### config.mk
export PLATFORM = sky130hd
export DESIGN_NAME = sermem_master
export DESIGN_NICKNAME = d
export VERILOG_FILES = /design/src/rtl/sermem_pkg.sv /design/src/rtl/sm_tick_gen.sv /design/src/rtl/sm_frame_engine.sv /design/src/rtl/sm_sequencer.sv /design/src/rtl/sermem_master.sv
export SDC_FILE = /design/constraint.sdc
export NUM_CORES = 1
export LEC_CHECK = 0
export BUFFER_PORTS_ARGS = -buffer_cell sky130_fd_sc_hd__buf_2
export CORE_MARGIN = 10
export CORE_UTILIZATION = 40
export DETAILED_ROUTE_END_ITERATION = 10
export MAX_ROUTING_LAYER = met4
export SLEW_MARGIN = 10
export SYNTH_ARGS = -nofsm -noshare
export SYNTH_HDL_FRONTEND = slang
export SYNTH_SLANG_ARGS = --single-unit
### constraint.sdc
create_clock -name clk_i -period 3.7 [get_ports clk_i]
set_input_delay 0.74 -clock clk_i [delete_from_list [all_inputs] [get_ports clk_i]]
set_output_delay 0.74 -clock clk_i [all_outputs]
set_load 0.02 [all_outputs]
### src/rtl/sermem_pkg.sv
package sermem_pkg;

  typedef enum logic [1:0] {
    CMD_READ    = 2'b00,
    CMD_WRITE   = 2'b01,
    CMD_ENABLE  = 2'b10,
    CMD_DISABLE = 2'b11
  } cmd_e;

  localparam logic [1:0] OPC_READ  = 2'b10;
  localparam logic [1:0] OPC_WRITE = 2'b01;
  localparam logic [1:0] OPC_CTRL  = 2'b00;

  typedef enum logic [2:0] {
    F_IDLE,
    F_LOW,
    F_HIGH,
    F_HOLD,
    F_GAP
  } fstate_e;

  typedef enum logic [1:0] {
    S_IDLE,
    S_EN,
    S_MAIN,
    S_DIS
  } sstate_e;

endpackage

### src/rtl/sm_tick_gen.sv
module sm_tick_gen #(
  parameter int DIV_W = 8
) (
  input  logic             clk_i,
  input  logic             rst_ni,
  input  logic             run_i,
  input  logic [DIV_W-1:0] half_div_i,
  output logic             tick_o
);

  logic [DIV_W-1:0] cnt_q, cnt_d;

  assign tick_o = run_i && (cnt_q == half_div_i);

  always_comb begin
    cnt_d = cnt_q + 1'b1;
    if (!run_i || tick_o) cnt_d = '0;
  end

  always_ff @(posedge clk_i or negedge rst_ni) begin
    if (!rst_ni) cnt_q <= '0;
    else         cnt_q <= cnt_d;
  end

  // the phase counter never runs past the programmed half period
  p_count_bound_r8: assert property (@(posedge clk_i) disable iff (!rst_ni)
    run_i |-> (cnt_q <= half_div_i));

endmodule

### src/rtl/sm_frame_engine.sv
module sm_frame_engine
  import sermem_pkg::*;
#(
  parameter int FRAME_W  = 26,
  parameter int DATA_W   = 16,
  parameter int LEN_W    = 5,
  parameter int RX_FIRST = 10
) (
  input  logic               clk_i,
  input  logic               rst_ni,
  input  logic               tick_i,
  input  logic               start_i,
  input  logic [FRAME_W-1:0] frame_i,
  input  logic [LEN_W-1:0]   len_i,
  input  logic               capture_i,
  input  logic               sdi_i,
  output logic               run_o,
  output logic               idle_o,
  output logic               done_o,
  output logic               sclk_o,
  output logic               sel_o,
  output logic               sdo_o,
  output logic [DATA_W-1:0]  rdata_o
);

  fstate_e            st_q, st_d;
  logic [FRAME_W-1:0] sh_q, sh_d;
  logic [LEN_W-1:0]   cnt_q, cnt_d;
  logic [LEN_W-1:0]   len_q, len_d;
  logic               cap_q, cap_d;
  logic [DATA_W-1:0]  rx_q, rx_d;
  logic               sclk_q, sel_q, sdo_q;
  logic               sclk_d, sel_d, sdo_d;
  logic               last_bit;

  assign last_bit = (cnt_q == len_q - LEN_W'(1));

  always_comb begin
    st_d  = st_q;
    sh_d  = sh_q;
    cnt_d = cnt_q;
    len_d = len_q;
    cap_d = cap_q;
    rx_d  = rx_q;
    unique case (st_q)
      F_IDLE: if (start_i) begin
        st_d  = F_LOW;
        sh_d  = frame_i;
        cnt_d = '0;
        len_d = len_i;
        cap_d = capture_i;
      end
      F_LOW: if (tick_i) begin
        st_d = F_HIGH;
        if (cap_q && (cnt_q >= LEN_W'(RX_FIRST))) rx_d = {rx_q[DATA_W-2:0], sdi_i};
      end
      F_HIGH: if (tick_i) begin
        if (last_bit) begin
          st_d = F_HOLD;
        end else begin
          st_d  = F_LOW;
          cnt_d = cnt_q + LEN_W'(1);
          sh_d  = {sh_q[FRAME_W-2:0], 1'b0};
        end
      end
      F_HOLD: if (tick_i) st_d = F_GAP;
      F_GAP:  if (tick_i) st_d = F_IDLE;
      default: st_d = F_IDLE;
    endcase
  end

  always_comb begin
    sclk_d = (st_d == F_HIGH);
    sel_d  = (st_d == F_LOW) || (st_d == F_HIGH) || (st_d == F_HOLD);
    sdo_d  = ((st_d == F_LOW) || (st_d == F_HIGH)) ? sh_d[FRAME_W-1] : 1'b0;
  end

  always_ff @(posedge clk_i or negedge rst_ni) begin
    if (!rst_ni) begin
      st_q   <= F_IDLE;
      sh_q   <= '0;
      cnt_q  <= '0;
      len_q  <= '0;
      cap_q  <= 1'b0;
      rx_q   <= '0;
      sclk_q <= 1'b0;
      sel_q  <= 1'b0;
      sdo_q  <= 1'b0;
    end else begin
      st_q   <= st_d;
      sh_q   <= sh_d;
      cnt_q  <= cnt_d;
      len_q  <= len_d;
      cap_q  <= cap_d;
      rx_q   <= rx_d;
      sclk_q <= sclk_d;
      sel_q  <= sel_d;
      sdo_q  <= sdo_d;
    end
  end

  assign run_o   = (st_q != F_IDLE);
  assign idle_o  = (st_q == F_IDLE);
  assign done_o  = (st_q == F_GAP) && tick_i;
  assign sclk_o  = sclk_q;
  assign sel_o   = sel_q;
  assign sdo_o   = sdo_q;
  assign rdata_o = rx_q;

  // no serial clock pulse outside a selected frame
  p_clk_idle_low_r2: assert property (@(posedge clk_i) disable iff (!rst_ni)
    !sel_q |-> !sclk_q);

  // data out moves only with a falling serial clock while selected
  p_sdo_on_fall_r7: assert property (@(posedge clk_i) disable iff (!rst_ni)
    (sel_q && $past(sel_q) && !$fell(sclk_q)) |-> $stable(sdo_q));

  // captured read word is untouched while deselected
  p_rdata_hold_r5: assert property (@(posedge clk_i) disable iff (!rst_ni)
    !sel_q |=> $stable(rx_q));

  // select drops only from the hold phase, with the clock already low
  p_sel_trail_r8: assert property (@(posedge clk_i) disable iff (!rst_ni)
    $fell(sel_q) |-> ($past(st_q) == F_HOLD) && !$past(sclk_q));

endmodule

### src/rtl/sm_sequencer.sv
module sm_sequencer
  import sermem_pkg::*;
#(
  parameter int ADDR_W  = 6,
  parameter int DATA_W  = 16,
  parameter int FRAME_W = 26,
  parameter int HDR_W   = 9,
  parameter int LEN_W   = 5
) (
  input  logic               clk_i,
  input  logic               rst_ni,
  input  logic               req_i,
  input  logic [1:0]         cmd_i,
  input  logic [ADDR_W-1:0]  addr_i,
  input  logic [DATA_W-1:0]  wdata_i,
  input  logic               wrap_i,
  input  logic               eng_idle_i,
  input  logic               frame_done_i,
  output logic               start_o,
  output logic [FRAME_W-1:0] frame_o,
  output logic [LEN_W-1:0]   len_o,
  output logic               capture_o,
  output logic               busy_o,
  output logic               done_o
);

  sstate_e           st_q, st_d;
  cmd_e              cmd_q, cmd_d;
  logic [ADDR_W-1:0] addr_q, addr_d;
  logic [DATA_W-1:0] wd_q, wd_d;
  logic              wrap_q, wrap_d;
  logic              done_q, done_d;
  logic              wrapped_wr;

  cmd_e              kind;
  logic [1:0]        opc;
  logic [ADDR_W-1:0] field;
  logic [DATA_W:0]   tail;

  assign wrapped_wr = (cmd_q == CMD_WRITE) && wrap_q;

  always_comb begin
    st_d   = st_q;
    cmd_d  = cmd_q;
    addr_d = addr_q;
    wd_d   = wd_q;
    wrap_d = wrap_q;
    done_d = 1'b0;
    unique case (st_q)
      S_IDLE: if (req_i) begin
        cmd_d  = cmd_e'(cmd_i);
        addr_d = addr_i;
        wd_d   = wdata_i;
        wrap_d = wrap_i;
        st_d   = ((cmd_e'(cmd_i) == CMD_WRITE) && wrap_i) ? S_EN : S_MAIN;
      end
      S_EN: if (frame_done_i) st_d = S_MAIN;
      S_MAIN: if (frame_done_i) begin
        st_d   = wrapped_wr ? S_DIS : S_IDLE;
        done_d = !wrapped_wr;
      end
      S_DIS: if (frame_done_i) begin
        st_d   = S_IDLE;
        done_d = 1'b1;
      end
      default: st_d = S_IDLE;
    endcase
  end

  always_ff @(posedge clk_i or negedge rst_ni) begin
    if (!rst_ni) begin
      st_q   <= S_IDLE;
      cmd_q  <= CMD_READ;
      addr_q <= '0;
      wd_q   <= '0;
      wrap_q <= 1'b0;
      done_q <= 1'b0;
    end else begin
      st_q   <= st_d;
      cmd_q  <= cmd_d;
      addr_q <= addr_d;
      wd_q   <= wd_d;
      wrap_q <= wrap_d;
      done_q <= done_d;
    end
  end

  // frame image for the current step, left aligned
  always_comb begin
    unique case (st_q)
      S_EN:    kind = CMD_ENABLE;
      S_DIS:   kind = CMD_DISABLE;
      default: kind = cmd_q;
    endcase
    opc       = OPC_CTRL;
    field     = addr_q;
    tail      = '0;
    len_o     = LEN_W'(HDR_W);
    capture_o = 1'b0;
    unique case (kind)
      CMD_READ: begin
        opc       = OPC_READ;
        len_o     = LEN_W'(FRAME_W);
        capture_o = 1'b1;
      end
      CMD_WRITE: begin
        opc   = OPC_WRITE;
        tail  = {wd_q, 1'b0};
        len_o = LEN_W'(HDR_W + DATA_W);
      end
      CMD_ENABLE:  field = {2'b11, {(ADDR_W-2){1'b0}}};
      CMD_DISABLE: field = '0;
      default: field = '0;
    endcase
    frame_o = {1'b1, opc, field, tail};
  end

  assign start_o = (st_q != S_IDLE) && eng_idle_i;
  assign busy_o  = (st_q != S_IDLE);
  assign done_o  = done_q;

  // completion is reported with the block already free
  p_done_free_r10: assert property (@(posedge clk_i) disable iff (!rst_ni)
    done_q |-> !busy_o);

  // completion pulse lasts a single cycle
  p_done_single_r10: assert property (@(posedge clk_i) disable iff (!rst_ni)
    done_q |=> !done_q);

  // busy only rises after a request strobe
  p_busy_from_req_r10: assert property (@(posedge clk_i) disable iff (!rst_ni)
    $rose(busy_o) |-> $past(req_i));

  // the disable step only follows the main write step
  p_dis_after_main_r9: assert property (@(posedge clk_i) disable iff (!rst_ni)
    (st_q == S_DIS) |-> (($past(st_q) == S_MAIN) || ($past(st_q) == S_DIS)));

endmodule

### src/rtl/sermem_master.sv
module sermem_master
  import sermem_pkg::*;
#(
  parameter int ADDR_W = 6,
  parameter int DATA_W = 16,
  parameter int DIV_W  = 8
) (
  input  logic              clk_i,
  input  logic              rst_ni,
  input  logic [DIV_W-1:0]  half_div_i,
  input  logic              req_i,
  input  logic [1:0]        cmd_i,
  input  logic [ADDR_W-1:0] addr_i,
  input  logic [DATA_W-1:0] wdata_i,
  input  logic              wrap_i,
  output logic              busy_o,
  output logic              done_o,
  output logic [DATA_W-1:0] rdata_o,
  output logic              sclk_o,
  output logic              sel_o,
  output logic              sdo_o,
  input  logic              sdi_i
);

  localparam int HDR_W   = 1 + 2 + ADDR_W;
  localparam int FRAME_W = HDR_W + 1 + DATA_W;
  localparam int LEN_W   = $clog2(FRAME_W + 1);

  logic [1:0]         rst_sync_q;
  logic               rst_n;
  logic               tick, run, eng_idle, frame_done, start, capture;
  logic [FRAME_W-1:0] frame;
  logic [LEN_W-1:0]   len;

  // asynchronous assertion, synchronous release
  always_ff @(posedge clk_i or negedge rst_ni) begin
    if (!rst_ni) rst_sync_q <= 2'b00;
    else         rst_sync_q <= {rst_sync_q[0], 1'b1};
  end
  assign rst_n = rst_sync_q[1];

  sm_tick_gen #(.DIV_W(DIV_W)) u_tick (
    .clk_i      (clk_i),
    .rst_ni     (rst_n),
    .run_i      (run),
    .half_div_i (half_div_i),
    .tick_o     (tick)
  );

  sm_sequencer #(
    .ADDR_W  (ADDR_W),
    .DATA_W  (DATA_W),
    .FRAME_W (FRAME_W),
    .HDR_W   (HDR_W),
    .LEN_W   (LEN_W)
  ) u_seq (
    .clk_i        (clk_i),
    .rst_ni       (rst_n),
    .req_i        (req_i),
    .cmd_i        (cmd_i),
    .addr_i       (addr_i),
    .wdata_i      (wdata_i),
    .wrap_i       (wrap_i),
    .eng_idle_i   (eng_idle),
    .frame_done_i (frame_done),
    .start_o      (start),
    .frame_o      (frame),
    .len_o        (len),
    .capture_o    (capture),
    .busy_o       (busy_o),
    .done_o       (done_o)
  );

  sm_frame_engine #(
    .FRAME_W  (FRAME_W),
    .DATA_W   (DATA_W),
    .LEN_W    (LEN_W),
    .RX_FIRST (HDR_W + 1)
  ) u_eng (
    .clk_i     (clk_i),
    .rst_ni    (rst_n),
    .tick_i    (tick),
    .start_i   (start),
    .frame_i   (frame),
    .len_i     (len),
    .capture_i (capture),
    .sdi_i     (sdi_i),
    .run_o     (run),
    .idle_o    (eng_idle),
    .done_o    (frame_done),
    .sclk_o    (sclk_o),
    .sel_o     (sel_o),
    .sdo_o     (sdo_o),
    .rdata_o   (rdata_o)
  );

endmodule

Word-level counts from Yosys, hierarchy flattened
Cells that the tools add are included.

storage, ports and cells
  flip-flop bits (word level) = 97
  bits of input ports = 37
  word-level logic and storage cells = 101

cells by class
  add/sub/neg operators = 3
  order comparisons = 1
  eq/ne operators = 24
  mux-type cells = 33
  reductions and logical operators = 22

operators with widths
  operator               count
  $mux W26               3
  $pmux W26 S2           1
  $pmux W5 S2            2
  $mux W17               1
  $mux W3                5
  $mux W5                3
  $pmux W3 S5            1
  $mux W2                7
  $eq A3 B2 Y1 const B   4
  $ne A2 B2 Y1 const B   6
  $pmux W6 S2            1
  $add A8 B1 Y8 const B  1
  $eq A2 B1 Y1 const B   4
  $eq A2 B2 Y1 const B   4
  $eq A8 B8 Y1           1
  $mux W8                1
  $pmux W2 S2            2
  $pmux W2 S4            1
  $reduce_and A4 Y1      2
  $eq A3 B1 Y1 const B   2
  $logic_and A1 B1 Y1    6
  $add A5 B1 Y5 const B  1
  $eq A5 B5 Y1           1
  $ge A5 B4 Y1 const B   1
  13 further kinds       22

Depth between registers and ports, before layout
  word-level depth = 8
  depth in mapped cells = 9
  mapped depth without buffers = 8

Modules after synthesis
From an unflattened synthesis, not the netlist that was laid out.

second synthesis, totals
  cells, all modules = 392
  area total of the unflattened synthesis = 4,682.0 µm²

by module, submodules not included
  module           instances  cells an instance  area an instance (µm²)
  sm_frame_engine  1          233                2,682.6
  sm_sequencer     1          110                1,445.1
  sm_tick_gen      1          46                 500.5
  sermem_master    1          3                  53.8

Worst setup path after synthesis
OpenSTA, ideal clock, no wires.

  path type = input to register
  start point = input port half_div_i[6]
  end point = register u_eng.rx_q[10] (netlist: u_eng.rdata_o[10])
  setup time = 125 ps
  data arrival time = 2,101 ps
  setup slack = 1,474 ps
  stages = 7
  path through = xnor2_1 nand4_4 nor2_4 and3_4 buf_6 buf_12 mux2_4

between the ends
  word-level cells in the longest chain between the ends = 3

RTL lines
  item                         RTL line               RTL
  from (decl)                  sermem_master.sv:10    input logic [DIV_W-1:0] half_div_i,
  $eq A8 B8 Y1                 sm_tick_gen.sv:13      assign tick_o = run_i && (cnt_q == half_div_i);
  $logic_and A1 B1 Y1          sm_tick_gen.sv:13
  $reduce_and A3 Y1 (no line)  -
  to (signal assigned)         sm_frame_engine.sv:95  rx_q <= rx_d;
  to (decl)                    sm_frame_engine.sv:31  logic [DATA_W-1:0] rx_q, rx_d;

No other way between the ends.
A chain may end at the register's enable or synchronous reset.

Final worst setup path
  start point = register u_eng.len_q[0]
  end point = register u_eng.sh_q[7]

between the ends
  word-level cells in the longest chain between the ends = 4

RTL lines
  item                         RTL line               RTL
  from (decl)                  sm_frame_engine.sv:29  logic [LEN_W-1:0] len_q, len_d;
  from (signal assigned)       sm_frame_engine.sv:93  len_q <= len_d;
  $sub A5 B1 Y5                sm_frame_engine.sv:36  assign last_bit = (cnt_q == len_q - LEN_W'(1));
  $eq A5 B5 Y1                 sm_frame_engine.sv:36
  $ne A2 B2 Y1 (no line)       -
  $reduce_and A4 Y1 (no line)  -
  to (signal assigned)         sm_frame_engine.sv:81  sh_q <= '0;
  to (signal assigned)         sm_frame_engine.sv:91  sh_q <= sh_d;
  to (decl)                    sm_frame_engine.sv:27  logic [FRAME_W-1:0] sh_q, sh_d;

No other way between the ends.

==> parameters.txt <==
Parameter                              Value

Detailed routing
  Post-Route WL    8290 microns
  Number of remaining DRC errors    0
  Total vias in the final route    2803
  Drt initial violations    137
  Final ANT Viol Nets    0
  First-pass iteration count of the detailed router    4
  Post-detailed-route via-to-cell ratio    5.12
  Routed wire per std cell    15.2 microns

Power and ir drop
  Fraction of power consumed by combinational cells    0.277
  Sw frac    0.324
  Relative contribution of sequential cells to total power    0.504
  VDD IR-drop max    0.294 mV
  Clock share of power    0.219
  Switching Power    1.04 mW
  Static Leakage    2.38 nW
  Pwr dens    642 nW/um^2
  Internal power    2.17 mW
  Final total power    3.21 mW

Setup path
  Startpoint kind of the worst setup timing path    register
  Cell family with most CP delay    simple AND/OR/NAND/NOR gates
  Largest stage delay, worst path    0.70 ns
  Most used cell, CP    sky130_fd_sc_hd__ha_1
  Start of the worst register-to-register path    u_eng.len_q[0]$_DFFE_PN0P_
  Crit path max fanout    23
  Depth of the most critical reg-to-reg path    8
  Critical path class    register to register
  R2r setup slk    1.13 ns
  Arrival time at the worst endpoint    2.86 ns
  Endpoint required time on the critical path    3.99 ns
  Ordered list of cells on the worst path    inv_1, ha_1, ha_1, xnor2_1, nor4_4, a21o_2, nor3_4, a221o_1
  Buffer and inverter count on the worst path    1
  Endpoint type of the worst setup path    register
  FF-to-FF End    u_eng.sh_q[7]$_DFFE_PN0P_
  Worst-path cell with the longest stage delay    sky130_fd_sc_hd__nor3_4

STA
  Fraction of the cycle the final worst path needs    0.694
  Final TNS setup    0 ns
  Max Fclk    389 MHz
  Worst Skew    0.0108 ns
  Number of pins with negative max-slew slack in the final report    0
  Slew HR    0.420
  Number of hold-slack violations in the final timing report    0
  Final-report setup violation count    0
  Actual transition at the worst max-transition pin    0.869 ns
  RSZ-0062 raised after global routing    false
  Post-route minimum period    2.57 ns

Floorplanning
  DIE HEIGHT    125 microns
  Standard-cell row count    38
  Die area    15700 sq um
  Initial core utilization    0.409
  Die width    125 microns
  Number of primary I/O pins    58
  Placeable core region    10900 sq um

Clock tree
  Clock latency reported for the late side of the worst-skew pair    0.36 ns
  Total setup buffers inserted after CTS    0
  Depth of the CTS H-tree    3
  Clock net sink count    94
  CTS Hold Bufs    0
  Clock input transition at the sequential cells of the worst setup and hold paths    0.09 ns
  Buffer cell driving the clock tree root    sky130_fd_sc_hd__clkbuf_8
  TritonCTS Buffers    9
  Max Buffers Root-to-Sink    2
  TritonCTS clock tree    yes
  # resized after CTS    0

Global route
  Sum of overflow across all layers after global routing    0
  Global-route wire length before repair    14600 microns
  Initial antenna violation count    0
  Global-route total usage across every layer    0.113
  Number of global-route vias before repair    3006
  Pin count of the biggest net entering global routing    69

Synthesis
  Synthesis-stage register bit count    94
  Post-Synthesis Net Count    390
  Number of distinct library cell variants in the gate-level netlist after synthesis    59
  Syn_area_per_cell    12.8 sq um
  Syn Inst Count    348
  Share of synthesized registers carrying an async set or reset    1.00
  Yosys synthesis warning count    0
  Seq/Total Area, Yosys    0.528
  Leading register cell type out of synthesis    sky130_fd_sc_hd__dfrtp_1
  Number of flops mapped to enable cells by yosys    0
  Synth Cell Area    4450 sq um

Final layout
  Relative area change from synthesis to final layout    12.3%
  Highest-count cells in the layout ignoring fill and taps    sky130_fd_sc_hd__dfrtp_1, sky130_fd_sc_hd__buf_2, sky130_fd_sc_hd__mux2_2, sky130_fd_sc_hd__a221o_1, sky130_fd_sc_hd__nand2_1
  Diodes inserted    0
  Layout cell share with drive strength beyond 1    0.342
  Final cell utilization of the core    0.459
  Final Net Count    445
  Non-Filler Cell Area, Final    5000 sq um
  Leading cell type in the layout, fill and taps excluded    sky130_fd_sc_hd__dfrtp_1

Placed design
  Post-detailed-placement half-perimeter wirelength    5820 microns
  I/O Buffers    57
  Placer congestion estimate    0.804
  Dpl cell area    4790 sq um

Min path
  Hold WC Path Type    input pin to async pin

Flow run
  Max-cap violation count    0

Outcome
  Status    completed
==> area by class of cell <==
cell class	instances	area [sq um]
clock buffer	11	151
clock inverter	4	55.1
fill	997	5890
inverter	6	22.5
multi-input combinational	231	1920
sequential	94	2360
tap	140	175
timing repair buffer	61	315
==> power by group through the flow <==
stage	Clock [mW]	Combinational (mW)	Sequential (mW)
detailed placement	0	0.904	1.64
finish	0.702	0.888	1.62
CTS	0.728	0.904	1.62
global route	0.777	0.995	1.67
global placement	0	0.874	1.64
floorplan	0	0.761	1.56
==> routing by layer <==
layer,vias to the layer above,wire [microns],track usage,share of wire
li1,1354,-,-,-
met1,1375,4010,0.142,0.48
met2,64,3820,0.167,0.46
met3,10,346,0.0317,0.042
met4,0,113,0.0447,0.014
met5,-,0,-,0
==> synthesized netlist by cell type (10+ instances only) <==
cell | n | area [sq um]
sky130_fd_sc_hd__dfrtp_1 | 94 | 2350
sky130_fd_sc_hd__mux2_2 | 32 | 360
sky130_fd_sc_hd__a221o_1 | 23 | 230
sky130_fd_sc_hd__nand2_1 | 16 | 60.1
sky130_fd_sc_hd__nor2_1 | 14 | 52.6
sky130_fd_sc_hd__xnor2_1 | 13 | 114
sky130_fd_sc_hd__and2_0 | 11 | 68.8
sky130_fd_sc_hd__mux2_4 | 10 | 150
==> cells by family (layout without fill, tap and decap cells) <==
family	after synthesis	count (layout)	share of synthesized area
AND/OR/NAND/NOR	100	100	0.141
AO/OA/AOI/OAI	58	58	0.111
buffers and inverters	23	82	0.0399
adder cells (fa/ha/maj)	5	5	0.0141
multiplexers	47	47	0.126
flip-flops	94	94	0.528
other	1	1	0.000842
XOR/XNOR	20	20	0.0393
==> per-stage QoR <==
stage / std cells / setup WS, ns / hold slack [ns]
after floorplan: 348 / 0.888 / 0.331
after global placement: 532 / 1.01 / 0.339
after detailed placement: 532 / 0.922 / 0.343
after CTS: 547 / 1.10 / 0.134
after global routing: 547 / 0.937 / 0.119
final: 547 / 1.13 / 0.150
==> worst max path at each step <==
stage,cells past startpoint,startpoint,endpoint
CTS,8,u_eng.len_q[0]$_DFFE_PN0P_,u_eng.sh_q[3]$_DFFE_PN0P_
detailed placement,6,half_div_i[1],u_eng.sh_q[11]$_DFFE_PN0P_
global placement,6,half_div_i[6],u_eng.sh_q[4]$_DFFE_PN0P_
global route,8,u_eng.len_q[0]$_DFFE_PN0P_,u_eng.sh_q[11]$_DFFE_PN0P_
finish,8,u_eng.len_q[0]$_DFFE_PN0P_,u_eng.sh_q[7]$_DFFE_PN0P_
floorplan,0,rst_sync_q[1]$_DFF_PN0_,u_eng.cap_q$_DFFE_PN0P_
==> flip-flops by register name, summed over array words and instances (netlist names), 2 cells and up <==
register / cells
rst_sync_q: 2
u_eng.cnt_q: 5
u_eng.len_q: 3
u_eng.rdata_o: 16
u_eng.sh_q: 25
u_eng.st_q: 3
u_seq.addr_q: 6
u_seq.cmd_q: 2
u_seq.st_q: 2
u_seq.wd_q: 16
u_tick.cnt_q: 8
Power figures use the tool's default switching activity.
